## config.mk

```make
export PLATFORM = sky130hd
export DESIGN_NAME = rdy_flag_ctrl
export DESIGN_NICKNAME = d
export VERILOG_FILES = /design/src/rtl/rdy_pkg.sv /design/src/rtl/upd_timer.sv /design/src/rtl/shift_out.sv /design/src/rtl/flag_hold.sv /design/src/rtl/rdy_flag_ctrl.sv
export SDC_FILE = /design/constraint.sdc
export NUM_CORES = 1
export LEC_CHECK = 0
export ABC_AREA = 1
export CAP_MARGIN = 10
export CORE_MARGIN = 2
export CORE_UTILIZATION = 49
export CTS_BUF_LIST = sky130_fd_sc_hd__clkbuf_8
export CTS_CLUSTER_SIZE = 20
export DETAILED_ROUTE_END_ITERATION = 8
export GPL_ROUTABILITY_DRIVEN = 0
export HOLD_SLACK_MARGIN = 0.15
export PLACE_DENSITY = 0.74
export SETUP_SLACK_MARGIN = 0.4
export SLEW_MARGIN = 30
export SYNTH_ARGS = -nofsm -noshare
export SYNTH_HDL_FRONTEND = slang
export SYNTH_SLANG_ARGS = --single-unit
```

## constraint.sdc

```tcl
create_clock -name clk -period 1.85 [get_ports clk]
set_clock_uncertainty 0.1 [all_clocks]
set_input_delay 0.37 -clock clk [delete_from_list [all_inputs] [get_ports clk]]
set_output_delay 0.37 -clock clk [all_outputs]
set_load 0.05 [all_outputs]
```

## src/rtl/rdy_pkg.sv

```systemverilog
package rdy_pkg;
  typedef enum logic [1:0] {
    SEL_COMM  = 2'd0,
    SEL_SETUP = 2'd1,
    SEL_CLOCK = 2'd2,
    SEL_DATA  = 2'd3
  } regsel_e;
endpackage

```

## src/rtl/upd_timer.sv

```systemverilog
module upd_timer #(
  parameter int PERIOD = 1200,
  parameter int BLANK  = 500
) (
  input  logic clk,
  input  logic rst,
  output logic tick,
  output logic blank_start
);
  localparam int CW = $clog2(PERIOD);
  localparam logic [CW-1:0] LAST  = CW'(PERIOD - 1);
  localparam logic [CW-1:0] BSTRT = CW'(PERIOD - BLANK - 1);

  logic [CW-1:0] cnt_q;

  always_ff @(posedge clk) begin
    if (rst)          cnt_q <= '0;
    else if (tick)    cnt_q <= '0;
    else              cnt_q <= cnt_q + 1'b1;
  end

  assign tick        = (cnt_q == LAST);
  assign blank_start = (cnt_q == BSTRT);

  // the count restarts after each update tick
  assert_tick_restart_R4: assert property (@(posedge clk) disable iff (rst)
    tick |=> (cnt_q == '0));
endmodule

```

## src/rtl/shift_out.sv

```systemverilog
module shift_out
  import rdy_pkg::*;
#(
  parameter int DATA_W = 16,
  parameter int CTRL_W = 8
) (
  input  logic              clk,
  input  logic              rst,
  input  logic              sclk,
  input  logic              csn,
  input  logic [1:0]        sel_in,
  input  logic [CTRL_W-1:0] comm_v,
  input  logic [CTRL_W-1:0] setup_v,
  input  logic [CTRL_W-1:0] clkcfg_v,
  input  logic [DATA_W-1:0] data_v,
  output logic              sdo,
  output logic              busy,
  output logic              data_done
);
  localparam int BW = $clog2(DATA_W + 1);
  localparam int PAD = DATA_W - CTRL_W;

  logic              pscl_q, pcs_q, act_q;
  regsel_e           sel_q;
  logic [BW-1:0]     cnt_q;
  logic [DATA_W-1:0] sh_q, load_w;
  logic              cs_fall, sclk_fall, last;
  logic [BW-1:0]     lim;

  always_comb begin
    case (regsel_e'(sel_in))
      SEL_COMM:  load_w = {comm_v,   {PAD{1'b0}}};
      SEL_SETUP: load_w = {setup_v,  {PAD{1'b0}}};
      SEL_CLOCK: load_w = {clkcfg_v, {PAD{1'b0}}};
      default:   load_w = data_v;
    endcase
  end

  assign cs_fall   = pcs_q & ~csn;
  assign sclk_fall = pscl_q & ~sclk;
  assign lim       = (sel_q == SEL_DATA) ? BW'(DATA_W - 1) : BW'(CTRL_W - 1);
  assign last      = (cnt_q == lim);

  always_ff @(posedge clk) begin
    if (rst) begin
      pscl_q <= 1'b1;
      pcs_q  <= 1'b1;
      act_q  <= 1'b0;
      sel_q  <= SEL_COMM;
      cnt_q  <= '0;
      sh_q   <= '0;
    end else begin
      pscl_q <= sclk;
      pcs_q  <= csn;
      if (cs_fall) begin
        act_q <= 1'b1;
        sel_q <= regsel_e'(sel_in);
        cnt_q <= '0;
        sh_q  <= load_w;
      end else if (csn) begin
        act_q <= 1'b0;
      end else if (act_q && sclk_fall) begin
        sh_q  <= sh_q << 1;
        cnt_q <= cnt_q + 1'b1;
        if (last) act_q <= 1'b0;
      end
    end
  end

  assign sdo       = act_q & sh_q[DATA_W-1];
  assign busy      = act_q | cs_fall;
  assign data_done = act_q & ~csn & sclk_fall & last & (sel_q == SEL_DATA);

  // a chip-select falling edge always opens a read
  assert_read_opens_R8: assert property (@(posedge clk) disable iff (rst)
    cs_fall |=> act_q);
  // raising chip select ends any read at once
  assert_abort_ends_R5: assert property (@(posedge clk) disable iff (rst)
    (act_q && csn) |=> !act_q);
endmodule

```

## src/rtl/flag_hold.sv

```systemverilog
module flag_hold #(
  parameter int DATA_W = 16
) (
  input  logic              clk,
  input  logic              rst,
  input  logic              res_valid,
  input  logic [DATA_W-1:0] res_data,
  output logic              res_ready,
  input  logic              tick,
  input  logic              blank_start,
  input  logic              cal_done,
  input  logic              busy,
  input  logic              data_done,
  output logic              drdy_n,
  output logic [DATA_W-1:0] dreg
);
  logic              pend_full_q, owed_q, drdy_q;
  logic [DATA_W-1:0] pend_q, dreg_q;
  logic              accept, go;

  assign res_ready = ~pend_full_q;
  assign accept    = res_valid & ~pend_full_q;
  assign go        = (tick | owed_q) & pend_full_q & ~busy;

  always_ff @(posedge clk) begin
    if (rst) begin
      pend_full_q <= 1'b0;
      pend_q      <= '0;
      dreg_q      <= '0;
      owed_q      <= 1'b0;
      drdy_q      <= 1'b1;
    end else begin
      if (accept) begin
        pend_q      <= res_data;
        pend_full_q <= 1'b1;
      end
      if (go) begin
        dreg_q      <= pend_q;
        pend_full_q <= 1'b0;
        owed_q      <= 1'b0;
      end else if (tick && pend_full_q && busy) begin
        owed_q <= 1'b1;
      end
      if (go)                           drdy_q <= 1'b0;
      else if (cal_done)                drdy_q <= 1'b0;
      else if (data_done || blank_start) drdy_q <= 1'b1;
    end
  end

  assign drdy_n = drdy_q;
  assign dreg   = dreg_q;

  // the data register is frozen while the shifter is busy
  assert_reg_frozen_R6: assert property (@(posedge clk) disable iff (rst)
    busy |=> $stable(dreg_q));
  // a fresh register value always comes with the flag low
  assert_flag_low_on_update_R2: assert property (@(posedge clk) disable iff (rst)
    !$stable(dreg_q) |-> !drdy_q);
  // an accepted result closes the stage to further input
  assert_accept_fills_R9: assert property (@(posedge clk) disable iff (rst)
    (res_valid && res_ready) |=> !res_ready);
  // a finished data read lifts the flag
  assert_read_lifts_R3: assert property (@(posedge clk) disable iff (rst)
    (data_done && !go && !cal_done) |=> drdy_q);
  // entering the blanking window lifts the flag
  assert_blank_lifts_R4: assert property (@(posedge clk) disable iff (rst)
    (blank_start && !cal_done && !owed_q) |=> drdy_q);
  // calibration completion pulls the flag low
  assert_cal_low_R7: assert property (@(posedge clk) disable iff (rst)
    cal_done |=> !drdy_q);
endmodule

```

## src/rtl/rdy_flag_ctrl.sv

```systemverilog
module rdy_flag_ctrl #(
  parameter int DATA_W = 16,
  parameter int CTRL_W = 8,
  parameter int PERIOD = 1200,
  parameter int BLANK  = 500
) (
  input  logic              clk,
  input  logic              rst,
  input  logic              cal_done,
  input  logic              res_valid,
  output logic              res_ready,
  input  logic [DATA_W-1:0] res_data,
  input  logic [1:0]        reg_sel,
  input  logic [CTRL_W-1:0] comm_val,
  input  logic [CTRL_W-1:0] setup_val,
  input  logic [CTRL_W-1:0] clkcfg_val,
  input  logic              ser_clk,
  input  logic              ser_csn,
  output logic              ser_out,
  output logic              drdy_n
);
  logic              tick, blank_start, busy, data_done;
  logic [DATA_W-1:0] dreg;

  upd_timer #(.PERIOD(PERIOD), .BLANK(BLANK)) u_tmr (
    .clk(clk), .rst(rst), .tick(tick), .blank_start(blank_start)
  );

  shift_out #(.DATA_W(DATA_W), .CTRL_W(CTRL_W)) u_sh (
    .clk(clk), .rst(rst), .sclk(ser_clk), .csn(ser_csn), .sel_in(reg_sel),
    .comm_v(comm_val), .setup_v(setup_val), .clkcfg_v(clkcfg_val),
    .data_v(dreg), .sdo(ser_out), .busy(busy), .data_done(data_done)
  );

  flag_hold #(.DATA_W(DATA_W)) u_fl (
    .clk(clk), .rst(rst), .res_valid(res_valid), .res_data(res_data),
    .res_ready(res_ready), .tick(tick), .blank_start(blank_start),
    .cal_done(cal_done), .busy(busy), .data_done(data_done),
    .drdy_n(drdy_n), .dreg(dreg)
  );
endmodule

```

==> summary.md <==
| Metric | Value |
|---|---|
| Worst slew pin tran | `381 ps` |
| Outcome | `complete, no violations` |
| Syn_area_per_cell | `7.16 um^2` |
| Final instance count without filler cells | `622` |
| Port bufs | `50` |
| Mapped Area | `0.00327 mm^2` |
| Largest net degree at the start of global routing | `34` |
| Synth top area cells | `dfxtp_1, nand2_1, a21oi_1` |
| CP endpoint | `u_fl.dreg[3]` |
| Initial Utilization | `51.0%` |
| Crit-path cells | `ha_4, nand3_4, nor2_4, nand2_4, nand2_4, buf_12, buf_12, nand3_2, nand2_1, nor2_1` |
| Number of global-route vias before repair | `3103` |
| Setup TNS | `0 ps` |
| Hold WS | `221 ps` |
| CTS Buf Count | `9` |
| CTS tree | `yes` |
| Final Hold Viols | `0` |
| CP Launch Point | `u_tmr.cnt_q[0]` |
| Post-route ant nets | `0` |
| H-tree level count | `3` |
| Avg WL per Cell | `13.3 um` |
| Post-DP HPWL | `5120 um` |
| Worst flop-to-flop path endpoint | `u_fl.dreg[3]` |
| Synthesis Warnings | `0` |
| Post-route cell area | `0.00458 mm^2` |
| Reg2Reg Launch Point | `u_tmr.cnt_q[0]` |
| CP top delay family | `simple AND/OR/NAND/NOR gates` |
| Die Width | `85.7 um` |
| Remaining DRCs | `0` |
| Leakage | `1.87 nW` |
| CTS max path bufs | `2` |
| Fin util | `71.4%` |
| Top cells by count, synth | `nand2_1, dfxtp_1, nor2_1` |
| Global-route wire length before repair | `13200 um` |
| WL met2 | `4040 um` |
| Post-synth EDFFs | `0` |
| Area grow syn2layout | `40.1%` |
| Top-count cell post-synth | `nand2_1` |
| Worst R2R Path Depth | `10` |
| Initial antenna violation count | `0` |
| Yosys cell types | `33` |
| Total power | `3.20 mW` |
| Cells after Synth | `457` |
| Slowest cell on crit path | `dfxtp_2` |
| Crit share post-route | `85.8%` |
| CP Capture Type | `register` |
| I/O Pins | `51` |
| Fmax | `630 MHz` |
| Slew HR | `74.5%` |
| Antenna diodes | `0` |
| Primary FF master, synth | `dfxtp_1` |
| CTS clk-pin slew, worst paths | `70 ps` |
| Met3 WL post-DR | `404 um` |
| Max Used Layer | `met4` |
| Drt total wl | `8300 um` |
| Post-Syn Nets | `507` |
| Post-route met1 wirelength | `3610 um` |
| PD cells | `698 mW/mm^2` |
| Flop2flop setup slack | `260 ps` |
| CP Launch Type | `register` |
| Drt pass-1 iters | `7` |
| RSZ-0062 raised after global routing | `true` |
| Vias per cell | `5.32` |
| WP data required | `1990 ps` |
| Critical path class | `reg2reg` |
| Initial drt markers | `251` |
| Fraction of registers with async set/reset | `0%` |
| Proportion of layout cells with a drive suffix above 1 | `22.6%` |
| Hold Crit Class | `in2reg` |
| Final max-slew violation count | `0` |
| DIE AREA | `0.00735 mm^2` |
| Via count | `3308` |
| Clock sink count | `72` |
| Root Driver | `clkbuf_8` |
| Top cell type by total area after synthesis | `dfxtp_1` |
| Placement Setup Slack | `-103 ps` |
| Crit path max fanout | `8` |
| Worst vdd ir | `452 uV` |
| Total GRT Usage | `22.3%` |
| Worst path depth | `10` |
| Placed cell area | `0.00401 mm^2` |
| Core area | `0.00642 mm^2` |
| Inst Count DP | `589` |
| Nets | `591` |
| Critical Path AT | `1730 ps` |
| Post-synth top area share | `44.0%` |
| Final Worst Setup Slack | `264 ps` |
| Rows | `29` |
| Register area share after synthesis | `44.0%` |
| Worst Path Buf+Inv | `2` |
| Number of max-cap violations | `0` |
| Remaining Overflow, GRT | `0` |
| CP max stage delay | `360 ps` |
| Die height | `85.7 um` |
| Setup violators final | `0` |
| #FFs+latches synth | `72` |
| Minimum clock period | `1590 ps` |
| Worst-Skew Late Latency | `350 ps` |
worst min path at each step:
stage / cells after the start / slack, ps / startpoint / to
after floorplan: 1 / 320 / u_tmr.cnt_q[0] / u_tmr.cnt_q[0]
after global placement: 1 / 330 / u_tmr.cnt_q[0] / u_tmr.cnt_q[0]
after detailed placement: 2 / 350 / u_fl.pend_q[9] / u_fl.pend_q[9]
after CTS: 3 / 300 / ser_csn / u_sh.pcs_q
after global routing: 2 / 240 / ser_clk / u_sh.pscl_q
final: 2 / 220 / ser_clk / u_sh.pscl_q
state kept, by name, summed over array words and instances (netlist names):
register          cells
u_fl.drdy_n           1
u_sh.sh_q            16
u_fl.pend_q          16
u_fl.pend_full_q      1
u_sh.sel_q            2
u_sh.pcs_q            1
u_sh.act_q            1
u_fl.dreg            16
u_tmr.cnt_q          11
u_fl.owed_q           1
u_sh.pscl_q           1
u_sh.cnt_q            5
worst register-to-register path: cells and delay by family, from the launching register on:
family | cells | cell delay [ps]
flip-flops | 1 | 360
adder cells (fa/ha/maj) | 1 | 150
AND/OR/NAND/NOR | 7 | 630
buffers and inverters | 2 | 230
cell usage in the layout, fill, tap and decap left out, types with 3 or more instances in the layout:
cell type | Yosys | layout
nor2_2 | 1 | 3
clkdlybuf4s50_1 | 0 | 43
o21ai_0 | 38 | 37
a21oi_2 | 0 | 5
dfxtp_2 | 0 | 7
inv_2 | 3 | 7
buf_12 | 0 | 8
nor3_2 | 5 | 4
nand3_1 | 46 | 31
or2_2 | 4 | 4
clkbuf_8 | 0 | 9
inv_1 | 46 | 41
nand2_4 | 3 | 4
dfxtp_1 | 72 | 64
clkinvlp_4 | 0 | 3
buf_16 | 0 | 3
nor2_1 | 54 | 49
clkinv_2 | 0 | 3
a21oi_1 | 47 | 42
nand3_2 | 0 | 14
nand2_1 | 90 | 87
nor2_4 | 1 | 4
a31oi_1 | 6 | 6
dlygate4sd2_1 | 0 | 3
buf_4 | 3 | 32
nor3_1 | 3 | 3
buf_6 | 5 | 4
power by group:
group / leakage [nW] / switching [mW] / internal (mW) / total (mW)
Combinational: 1.20 / 0.242 / 0.240 / 0.483
Sequential: 0.593 / 0.0352 / 1.62 / 1.66
Clock: 0.0769 / 0.590 / 0.470 / 1.06
repair_timing:
action,4_1_cts,5_1_grt
endpoints found under the setup margin,45,37
resized for setup,37,25
pin swaps,5,7
gates cloned,3,0
buffers inserted,11,4
hold buffers,0,0
cell families (layout without fill, tap and decap cells):
kind of cell	Yosys count	after routing	synth area share [%]
AO/OA/AOI/OAI	96	96	15.3
XOR/XNOR	2	2	0.535
adder cells (fa/ha/maj)	2	2	0.764
buffers and inverters	71	159	9.79
flip-flops	72	72	44.0
AND/OR/NAND/NOR	214	214	29.6
cell type report:
cell class | count | area, um^2
well taps | 77 | 96.3
inverters | 50 | 190
fillers | 528 | 1840
multi-input cells | 314 | 1690
flip-flops and latches | 72 | 1450
clock buffers | 9 | 124
clock inverters | 6 | 37.5
repair buffers | 94 | 997
per-layer routing:
layer / vias to the layer above / track usage [%]
met1: 1522 / 26.1
met4: 0 / 9.52
met2: 103 / 39.0
met3: 29 / 5.00
li1: 1654 / -
met5: - / 0
No activity file was read; power rests on OpenSTA's default activity.
